[src/rtl/sum_access_guard.sv]
module sum_access_guard #(
  parameter int XLEN           = 64,
  parameter int SUM_BIT        = 18,
  parameter int CAUSE_W        = 5,
  parameter bit S_MODE_PRESENT = 1'b1,
  parameter bit SATP_MODE_ZERO = 1'b0
) (
  input  logic               clk,
  input  logic               rst_n,
  input  logic [1:0]         csr_op,
  input  logic               sum_wdata,
  output logic [XLEN-1:0]    status_rdata,
  input  logic [1:0]         cur_priv,
  input  logic               mprv,
  input  logic [1:0]         mpp,
  input  logic               paging_on,
  input  logic               pte_u,
  input  logic               pte_r,
  input  logic               pte_w,
  input  logic               acc_valid,
  input  logic               acc_store,
  output logic               acc_ok,
  output logic               acc_fault,
  output logic [CAUSE_W-1:0] fault_cause
);
  localparam bit SUM_WRITABLE = S_MODE_PRESENT && !SATP_MODE_ZERO;
  localparam logic [1:0] PRIV_S = 2'd1;
  localparam logic [1:0] PRIV_M = 2'd3;
  localparam logic [1:0] OP_WRITE = 2'd1;
  localparam logic [1:0] OP_SET   = 2'd2;
  localparam logic [1:0] OP_CLEAR = 2'd3;
  localparam logic [CAUSE_W-1:0] CAUSE_LOAD_PF  = CAUSE_W'(13);
  localparam logic [CAUSE_W-1:0] CAUSE_STORE_PF = CAUSE_W'(15);

  logic sum_q, sum_d;

  always_comb begin
    sum_d = sum_q;
    case (csr_op)
      OP_WRITE: sum_d = sum_wdata;
      OP_SET:   if (sum_wdata) sum_d = 1'b1;
      OP_CLEAR: if (sum_wdata) sum_d = 1'b0;
      default:  sum_d = sum_q;
    endcase
  end

  always_ff @(posedge clk) begin
    if (!rst_n) sum_q <= 1'b0;
    else        sum_q <= SUM_WRITABLE ? sum_d : 1'b0;
  end

  always_comb begin
    status_rdata = '0;
    status_rdata[SUM_BIT] = sum_q;
  end

  logic [1:0] eff_priv;
  logic       eff_m, eff_s, eff_u;
  logic       u_viol, perm_viol, checked, refuse;

  assign eff_priv  = (cur_priv == PRIV_M && mprv) ? mpp : cur_priv;
  assign eff_m     = (eff_priv == PRIV_M);
  assign eff_s     = (eff_priv == PRIV_S);
  assign eff_u     = !eff_m && !eff_s;
  assign checked   = paging_on && !eff_m;
  assign u_viol    = eff_u ? !pte_u : (eff_s && pte_u && !sum_q);
  assign perm_viol = acc_store ? !pte_w : !pte_r;
  assign refuse    = checked && (u_viol || perm_viol);

  assign acc_fault   = acc_valid && refuse;
  assign acc_ok      = acc_valid && !refuse;
  assign fault_cause = !acc_fault ? '0 : (acc_store ? CAUSE_STORE_PF : CAUSE_LOAD_PF);
endmodule

[config.mk]
export PLATFORM = sky130hd
export DESIGN_NAME = sum_access_guard
export DESIGN_NICKNAME = d
export VERILOG_FILES = /design/src/rtl/sum_access_guard.sv
export SDC_FILE = /design/constraint.sdc
export NUM_CORES = 1
export LEC_CHECK = 0
export CORE_ASPECT_RATIO = 0.8
export CORE_MARGIN = 4
export CORE_UTILIZATION = 27
export DETAILED_ROUTE_END_ITERATION = 10
export HOLD_SLACK_MARGIN = 0.08
export PLACE_DENSITY = 0.86
export SETUP_SLACK_MARGIN = 0.15
export SYNTH_ARGS = -nofsm -noshare
export SYNTH_HDL_FRONTEND = slang
export SYNTH_SLANG_ARGS = --single-unit
export TNS_END_PERCENT = 10
[constraint.sdc]
create_clock -name clk -period 3.8 [get_ports clk]
set_input_delay 0.95 -clock clk [delete_from_list [all_inputs] [get_ports clk]]
set_output_delay 0.95 -clock clk [all_outputs]
set_load 0.01 [all_outputs]
==> impl_metrics.env, run 1 <==
export IMPL_start_util_pct=29.3
export IMPL_swShare_pct=52.9
export IMPL_core_sq_mm=0.00223
export IMPL_grt_pass1_wl_mm=1.14
export IMPL_final_common_cell="conb_1"
export IMPL_grt_ovfl_total=0
export IMPL_grt_use_total_pct=4.19
export IMPL_die_area_sq_mm=0.00328
export IMPL_final_cell_mix="64 x conb_1, 21 x clkdlybuf4s50_1, 2 x nand2_1, 2 x o21ai_0"
export IMPL_multi_input_area_sq_um=362
export IMPL_fillers=243
export IMPL_vias=379
export IMPL_yosysWarningCount=0
export IMPL_power_frac_seq_pct=15.3
export IMPL_diodes=0
export IMPL_seq_area_sq_um=20.0
export IMPL_cp_start_kind="primary input"
export IMPL_p_leak_nw=0.368
export IMPL_comb_power_share_pct=84.7
export IMPL_dp_hpwl_mm=1.01
export IMPL_ys_seq_elements=1
export IMPL_status="completed"
export IMPL_drt_iter0_markers=3
export IMPL_fin_crit_sh_pct=94.3
export IMPL_grt_pass1_vias=250
export IMPL_grt_max_degree=5
export IMPL_reg_top3="sum_q (1)"
export IMPL_cap_violations=0
export IMPL_drtAntennaViolNets=0
export IMPL_syn_to_final_growth_pct=-2.29
export IMPL_worstPathArrival_ns=2.63
export IMPL_largest_reg_flops=1
export IMPL_synth_cells=87
export IMPL_nets=122
export IMPL_internal_power_w=0.0000380
export IMPL_hold_path_class="register to register"
export IMPL_portBuffers=22
export IMPL_cp_max_fo=4
export IMPL_worstPathRequired_ns=2.85
export IMPL_setup_ws_ns=0.215
export IMPL_path_clk_slew_ns=0
export IMPL_wl_per_cell_microns=7.88
export IMPL_hold_buffers=0
export IMPL_antenna_found_initial=0
export IMPL_die_x_microns=63.0
export IMPL_p_clk_share_pct=0
export IMPL_gp_congestion=0.654
export IMPL_ir_drop_mv=0.0304
export IMPL_ioPinCount=87
export IMPL_hold_viol=0
export IMPL_drive_gt1_share_pct=2.88
export IMPL_holdWs_ns=0.611
export IMPL_rsz0062_at_grt="true"
export IMPL_reg2reg_slack_ns=3.12
export IMPL_regMostFlops="sum_q"
export IMPL_vias_per_cell=2.94
export IMPL_setup_viol=0
export IMPL_clock_latency_ns=0
export IMPL_yosysSeqAreaShare_pct=3.06
export IMPL_power_density_mw_per_mm2=126
export IMPL_timing_final_max_slew_violations=0
export IMPL_wl_mm=1.02
export IMPL_drc_errors=0
export IMPL_avgSynthCellArea_sq_um=7.52
export IMPL_crit_type="primary input to output port"
export IMPL_syn_cell_area_sq_um=654
export IMPL_firstDrtPassIters=2
export IMPL_place_ws_ns=0.0379
export IMPL_placementRows=15
export IMPL_fin_skew_ns=0
export IMPL_dieHeight_microns=52.0
export IMPL_fmax_mhz=279
export IMPL_ys_types=18
export IMPL_setup_tns_ns=0
export IMPL_power_switching_w=0.0000427
export IMPL_worstSetupEndpointType="output port"
export IMPL_final_min_clock_period_ns=3.58
## routing by layer
| metal | vias up | track usage [%] | share of wire, % |
|---|---|---|---|
| met5 | - | 0 | 0 |
| met4 | 0 | 0 | 0 |
| met3 | 0 | 1.30 | 20 |
| met2 | 44 | 9.11 | 55 |
| met1 | 159 | 4.09 | 25 |
| li1 | 176 | - | - |
## final timing paths
kind                           start                  to  cells past startpoint
setup / recovery              mpp[0]      fault_cause[0]                      6
hold / removal    sum_q$_SDFFE_PN0P_  sum_q$_SDFFE_PN0P_                      2
setup reg to reg  sum_q$_SDFFE_PN0P_  sum_q$_SDFFE_PN0P_                      2
hold reg to reg   sum_q$_SDFFE_PN0P_  sum_q$_SDFFE_PN0P_                      2
## Yosys cell counts
master    instances  share of area [%]
a21boi_0          1                1.1
a21oi_1           1               0.76
a22oi_1           1                1.1
and4b_1           1                1.5
buf_4            68                 78
conb_1            1               0.57
dfxtp_1           1                3.1
inv_1             1               0.57
mux2i_1           1                1.5
nand2_1           2                1.1
nand2b_4          1                2.1
nor2b_1           1               0.96
nor3_1            1               0.76
nor3_2            1                1.5
nor3b_1           1                1.1
o21a_1            1                1.1
o21ai_0           2                1.5
xor2_1            1                1.3
## worst max-delay path, cell delays in order
cell and delay [ns]:
clkdlybuf4s50_1 0.47, nand2b_4 0.12, and4b_1 0.22, nor3_2 0.06, nor3b_2 0.23, clkdlybuf4s50_1 0.58
## cell type report
class	instances	area share (%)
timing repair buffer	22	34.8
inverter	1	0.587
multi-input combinational	80	56.6
tap	25	4.89
sequential	1	3.13
## timing repair
action                     in CTS  in global routing
setup endpoints to repair       4                  6
resized for setup               1                  1
cloned                          0                  0
buffers inserted                0                  0
pin swaps                       0                  1
## metrics by stage
step / power (W) / cells / instance area [sq um] / utilization [%]
2_1_floorplan: 0.000104 / 150 / 891 / -
3_3_place_gp: 0.0000779 / 129 / 632 / 28.3
3_5_place_dp: 0.0000788 / 129 / 632 / 28.3
4_1_cts: 0.0000794 / 129 / 637 / 28.5
5_1_grt: 0.0000874 / 129 / 639 / 28.6
6_report: 0.0000807 / 129 / 639 / 28.6
## kinds of logic (layout without fill, tap and decap cells)
family | Yosys count | after routing | share of synthesized area (%)
DFF | 1 | 1 | 3.06
AOI/OAI and AO/OA | 6 | 6 | 5.74
other | 1 | 64 | 0.573
xor gates and xnor gates | 1 | 1 | 1.34
and+or+nand+nor | 8 | 8 | 9.18
muxes | 1 | 1 | 1.53
buffers and inverters | 69 | 23 | 78.6
## power groups by stage
stage	combinational, W	sequential (W)	clock, W
2_1_floorplan	0.0000922	0.0000119	0
3_3_place_gp	0.0000655	0.0000124	0
3_5_place_dp	0.0000663	0.0000125	0
4_1_cts	0.0000669	0.0000125	0
5_1_grt	0.0000748	0.0000126	0
6_report	0.0000684	0.0000123	0
Power figures use the tool's default switching activity.
==> run 2: changes to the inputs <==
--- a/config.mk
+++ b/config.mk
@@ -8,10 +8,11 @@
 export CORE_ASPECT_RATIO = 0.8
 export CORE_MARGIN = 4
 export CORE_UTILIZATION = 27
+export CTS_CLUSTER_SIZE = 16
 export DETAILED_ROUTE_END_ITERATION = 10
 export HOLD_SLACK_MARGIN = 0.08
 export PLACE_DENSITY = 0.86
-export SETUP_SLACK_MARGIN = 0.15
+export SETUP_SLACK_MARGIN = 0.1
 export SYNTH_ARGS = -nofsm -noshare
 export SYNTH_HDL_FRONTEND = slang
 export SYNTH_SLANG_ARGS = --single-unit
==> results of run 2 <==
The final DEF is identical to that of run 1; final timing and power are the same.
